==> config.mk <==
export PLATFORM = sky130hd
export DESIGN_NAME = seg_packer
export DESIGN_NICKNAME = d
export VERILOG_FILES = /design/src/rtl/seg_packer.sv
export SDC_FILE = /design/constraint.sdc
export NUM_CORES = 2
export LEC_CHECK = 0
export BUFFER_PORTS_ARGS = -buffer_cell sky130_fd_sc_hd__buf_2
export CELL_PAD_IN_SITES_DETAIL_PLACEMENT = 1
export CELL_PAD_IN_SITES_GLOBAL_PLACEMENT = 1
export CORE_UTILIZATION = 43
export DETAILED_ROUTE_END_ITERATION = 12
export PLACE_DENSITY_LB_ADDON = 0.15
export SLEW_MARGIN = 20
export SYNTH_ARGS = -nofsm -noshare
export SYNTH_HDL_FRONTEND = slang
export SYNTH_SLANG_ARGS = --single-unit
==> constraint.sdc <==
create_clock -name clk -period 3 [get_ports clk]
set_input_delay 0.45 -clock clk [delete_from_list [all_inputs] [get_ports clk]]
set_output_delay 0.45 -clock clk [all_outputs]
set_load 0.02 [all_outputs]
==> src/rtl/seg_packer.sv <==
module seg_packer #(
  parameter int SEG_W = 128,
  parameter int NSEG  = 4,
  parameter int MTY_W = $clog2(SEG_W / 8)
) (
  input  logic                    clk,
  input  logic                    rst_n,
  input  logic [SEG_W-1:0]        s_data,
  input  logic                    s_valid,
  output logic                    s_ready,
  input  logic                    s_last,
  input  logic                    s_err,
  input  logic [MTY_W-1:0]        s_empty,
  output logic [NSEG*SEG_W-1:0]   seg_data,
  output logic [NSEG-1:0]         seg_ena,
  output logic [NSEG-1:0]         seg_sop,
  output logic [NSEG-1:0]         seg_eop,
  output logic [NSEG-1:0]         seg_err,
  output logic [NSEG*MTY_W-1:0]   seg_empty,
  input  logic                    seg_ready
);
  localparam int CNT_W = $clog2(NSEG + 1);
  localparam int CTL_W = MTY_W + 3;

  logic [CNT_W-1:0] fill;
  logic             in_pkt;
  logic [CTL_W-1:0] beat_ctl;

  assign s_ready = seg_ready;

  wire take     = s_valid && s_ready;
  wire full_go  = take && (fill == CNT_W'(NSEG - 1));
  wire flush_go = seg_ready && !s_valid && (fill != '0);
  wire load     = full_go || flush_go;

  assign beat_ctl = {!in_pkt, s_last, s_last & s_err,
                     s_last ? (s_err ? {s_empty[MTY_W-1], {(MTY_W-1){1'b0}}} : s_empty)
                            : {MTY_W{1'b0}}};

  always_ff @(posedge clk) begin
    if (!rst_n) begin
      fill   <= '0;
      in_pkt <= 1'b0;
    end else begin
      if (take) in_pkt <= !s_last;
      if (load) fill <= '0;
      else if (take) fill <= fill + 1'b1;
    end
  end

  for (genvar i = 0; i < NSEG; i++) begin : g_lane
    logic [SEG_W-1:0] acc_d, o_d;
    logic [CTL_W-1:0] acc_c, o_c;
    logic             o_en;

    wire from_acc = fill > CNT_W'(i);
    wire from_in  = full_go && (i == NSEG - 1);

    always_ff @(posedge clk) begin
      if (!rst_n) begin
        acc_d <= '0;
        acc_c <= '0;
      end else if (take && !full_go && fill == CNT_W'(i)) begin
        acc_d <= s_data;
        acc_c <= beat_ctl;
      end
    end

    always_ff @(posedge clk) begin
      if (!rst_n) begin
        o_en <= 1'b0;
        o_d  <= '0;
        o_c  <= '0;
      end else if (seg_ready) begin
        if (load && (from_acc || from_in)) begin
          o_en <= 1'b1;
          o_d  <= from_in ? s_data : acc_d;
          o_c  <= from_in ? beat_ctl : acc_c;
        end else begin
          o_en <= 1'b0;
          o_d  <= '0;
          o_c  <= '0;
        end
      end
    end

    assign seg_data[i*SEG_W +: SEG_W]   = o_d;
    assign seg_ena[i]                   = o_en;
    assign seg_sop[i]                   = o_c[CTL_W-1];
    assign seg_eop[i]                   = o_c[CTL_W-2];
    assign seg_err[i]                   = o_c[CTL_W-3];
    assign seg_empty[i*MTY_W +: MTY_W]  = o_c[MTY_W-1:0];

    AST_ERR_EMPTY: assert property (@(posedge clk) disable iff (!rst_n)
      (seg_ena[i] && seg_err[i]) |-> (seg_empty[i*MTY_W +: MTY_W-1] == '0));
    AST_NONFINAL_QUIET: assert property (@(posedge clk) disable iff (!rst_n)
      (seg_ena[i] && !seg_eop[i]) |-> (!seg_err[i] && seg_empty[i*MTY_W +: MTY_W] == '0));
    AST_IDLE_ZERO: assert property (@(posedge clk) disable iff (!rst_n)
      !seg_ena[i] |-> !(seg_sop[i] || seg_eop[i] || seg_err[i] || |seg_empty[i*MTY_W +: MTY_W]));
  end

  AST_ENA_CONTIG: assert property (@(posedge clk) disable iff (!rst_n)
    (seg_ena & NSEG'(seg_ena + 1'b1)) == '0);
  AST_HOLD: assert property (@(posedge clk) disable iff (!rst_n)
    !seg_ready |=> ($stable(seg_ena) && $stable(seg_data) && $stable(seg_sop)
                    && $stable(seg_eop) && $stable(seg_err) && $stable(seg_empty)));
  AST_FULL_RELEASE: assert property (@(posedge clk) disable iff (!rst_n)
    (s_valid && s_ready && fill == CNT_W'(NSEG - 1)) |=> (&seg_ena));
endmodule

==> reports/qor.txt <==
status: complete, no violations
worst skew pair latency: 700 ps
max_slew headroom: 0.144
final setup fails: 0
cts bufs inserted: 115
wire per inst: 22.2 um
critical path fanouts, max: 36
dpl cell area: 44000 sq um
Min Clock Period, post-route: 2630 ps
power density cells: 636 nW/um^2
# rows: 110
slowest stage cell, crit path: buf_4
final hold violations: 0
clk_skew: 24.6 ps
Synth warnings: 0
drt pass-1 iters: 5
Hold Path Class: primary input to flop
max incr delay on CP: 500 ps
Power Total: 0.0305 W
DRT iter0 DRCs: 1774
worst IR drop on VDD: 484 uV
Yosys top cell area share: 0.551
Layout Cells excl Fill: 5861
share of layout cells above drive strength 1: 0.202
TNS Setup: 0 ps
Leak: 18.8 nW
post-DP HPWL: 82.2 mm
clk root buf: clkbuf_16
core area: 90600 sq um
top cells by area, synth: dfxtp_1 55%, a22oi_1 7.7%, nand2_1 7.7%, a21boi_0 7.2%, nor2b_1 6.5%
GPL Wtd Cong: 0.807
die area: 93200 sq um
Vias: 31300
FILL cells: 10200
TritonCTS clock tree: yes
CP Capture Type: flop
Post-CTS Setup Inserts: 0
Synth Instances: 4059
clock sink count: 1088
Least-Margin Pin Slew: 1280 ps
dpl cells: 5634
Post-Syn Nets: 4202
ANT nets after route: 0
sequential area share after synthesis: 0.551
design area: 48000 sq um
cell taking the most area after synthesis: dfxtp_1
initial antenna violation count: 6
global-route wire length before repair: 198 mm
maximum clock rate: 380 MHz
global route overflow: 0
PostCTS Resize Cnt: 0
RSZ-0062 raised after global routing: no
worst path cell trace: ha_1 > ha_1 > nor2b_2 > a2111oi_4 > buf_4 > a22oi_1 > nor2b_1
Avg Vias per Cell: 5.34
count leader, synth: dfxtp_1
CTS H-tree lvls: 3
syn_area_per_cell: 9.74 sq um
total wire length: 130 mm
Buffers on Ports: 682
Max-cap violations: 0
chip width: 305 um
# DRC: 0
clk buf depth: 3
Final Cycle Share: 0.877
Nets: 4730
Slew Limit Fails: 0
crit path DAT: 3240 ps
post-synthesis register bit count: 1088
GRT Resource Usage Total: 0.272
clock-pin slew on the worst setup and hold paths: 60 ps
Post-synth EDFFs: 0
FFs w/ async S/R, synth: 0
WS Path Type: flop to flop
Cell variety after synth: 35
synth cell count leaders: 1088 x dfxtp_1, 810 x nand2_1, 411 x nor2b_1
Synth-to-Final Area Change: 21.3%
critical path data required time: 3610 ps
IO Count: 683
Top cell by count, worst path: ha_1
dominant synthesized flop cell: dfxtp_1
initial core utilization: 0.437
Die H: 305 um
mapped cell area: 39600 sq um
largest net degree at the start of global routing: 199
vias in the first global route: 32200
Setup crit start kind: flop
## cells in the final DEF (no fill, tap or decap), drive strengths merged
| master | synthesis | final |
|---|---|---|
| nor4bb | 1 | 1 |
| a22oi | 406 | 406 |
| nor2b | 412 | 412 |
| and3 | 1 | 1 |
| nor2 | 3 | 3 |
| xor2 | 1 | 1 |
| ha | 5 | 5 |
| nor3b | 1 | 1 |
| and3b | 3 | 3 |
| buf | 97 | 751 |
| o211a | 4 | 4 |
| a311o | 1 | 1 |
| clkbuf | 255 | 178 |
| o21bai | 1 | 1 |
| clkinvlp | 0 | 2 |
| mux2i | 131 | 131 |
| clkinv | 0 | 21 |
| a21oi | 6 | 6 |
| o21a | 3 | 3 |
| nand3 | 10 | 10 |
| nand2b | 2 | 2 |
| a2111oi | 2 | 2 |
| nand3b | 1 | 1 |
| and2 | 270 | 270 |
| a21boi | 404 | 404 |
| o31ai | 1 | 1 |
| a211oi | 4 | 4 |
| nand2 | 810 | 810 |
| dlygate4sd3 | 0 | 12 |
| inv | 4 | 8 |
| bufinv | 0 | 8 |
| diode | 0 | 2 |
| o2bb2ai | 131 | 131 |
| xnor2 | 1 | 1 |
| dfxtp | 1088 | 1088 |
## state kept, by name, summed over array words and instances (netlist names)
signal        cells
g_lane.o_c       28
g_lane.o_d      512
g_lane.o_en       4
g_lane.acc_c     28
in_pkt            1
g_lane.acc_d    512
fill              3
## cell families after synthesis
group,share of synthesized area
adder cells (fa/ha/maj),0.00158
multiplexers,0.0332
AO/OA/AOI/OAI,0.188
AND/OR/NAND/NOR,0.188
XOR/XNOR,0.000443
buffers and inverters,0.0381
flip-flops,0.551
## metal layers
| layer | GRT usage | wire [um] |
|---|---|---|
| met5 | 0 | 51 |
| met3 | 0.0772 | 8550 |
| met4 | 0.114 | 5580 |
| met1 | 0.332 | 55100 |
| met2 | 0.450 | 60900 |
## through the flow
step / utilization / setup slack [ps] / hold WS, ps
after detailed placement: 0.486 / 440 / 443
after global placement: 0.486 / 535 / 441
after CTS: 0.530 / 351 / 0.669
after floorplan: - / 831 / 429
final: 0.530 / 369 / 40.9
after global routing: 0.530 / 157 / 19.4
## worst max-delay path: cells and delay by family, from the launching register on
family	cells	cell delay (ps)
flops	1	440
fa+ha+maj	2	540
simple gates	2	400
compound gates	2	630
buf+inv	1	500
## power by group
group	internal, W	switching [W]	leakage, nW
logic	0.000433	0.000907	8.12
registers	0.0146	0.0000793	8.78
clock network	0.00854	0.00596	1.90
## timing repair
action | CTS | global route
hold endpoints to repair | 20 | 0
hold buffers | 12 | 0
endpoints found under the setup margin | 0 | 0
## cell type report
class	instances	area [sq um]	share of cell area
sequential	1088	21800	0.454
multi-input combinational	2615	16300	0.340
timing repair buffer	763	4500	0.0938
clock buffer	178	3440	0.0717
tap	1176	1470	0.0307
clock inverter	35	420	0.00877
inverter	4	22.5	0.000470
antenna	2	5.00	0.000104
## final timing paths
kind	start	endpoint	slack [ps]	depth (start not counted)
setup / recovery	fill[1]	g_lane[1].o_d[23]	370	7
hold / removal	s_data[57]	g_lane[1].acc_d[57]	40	3
setup reg to reg	fill[1]	g_lane[1].o_d[23]	370	7
hold reg to reg	g_lane[2].acc_d[104]	g_lane[2].acc_d[104]	460	2
Note: power is estimated with default switching activity, not from simulation.
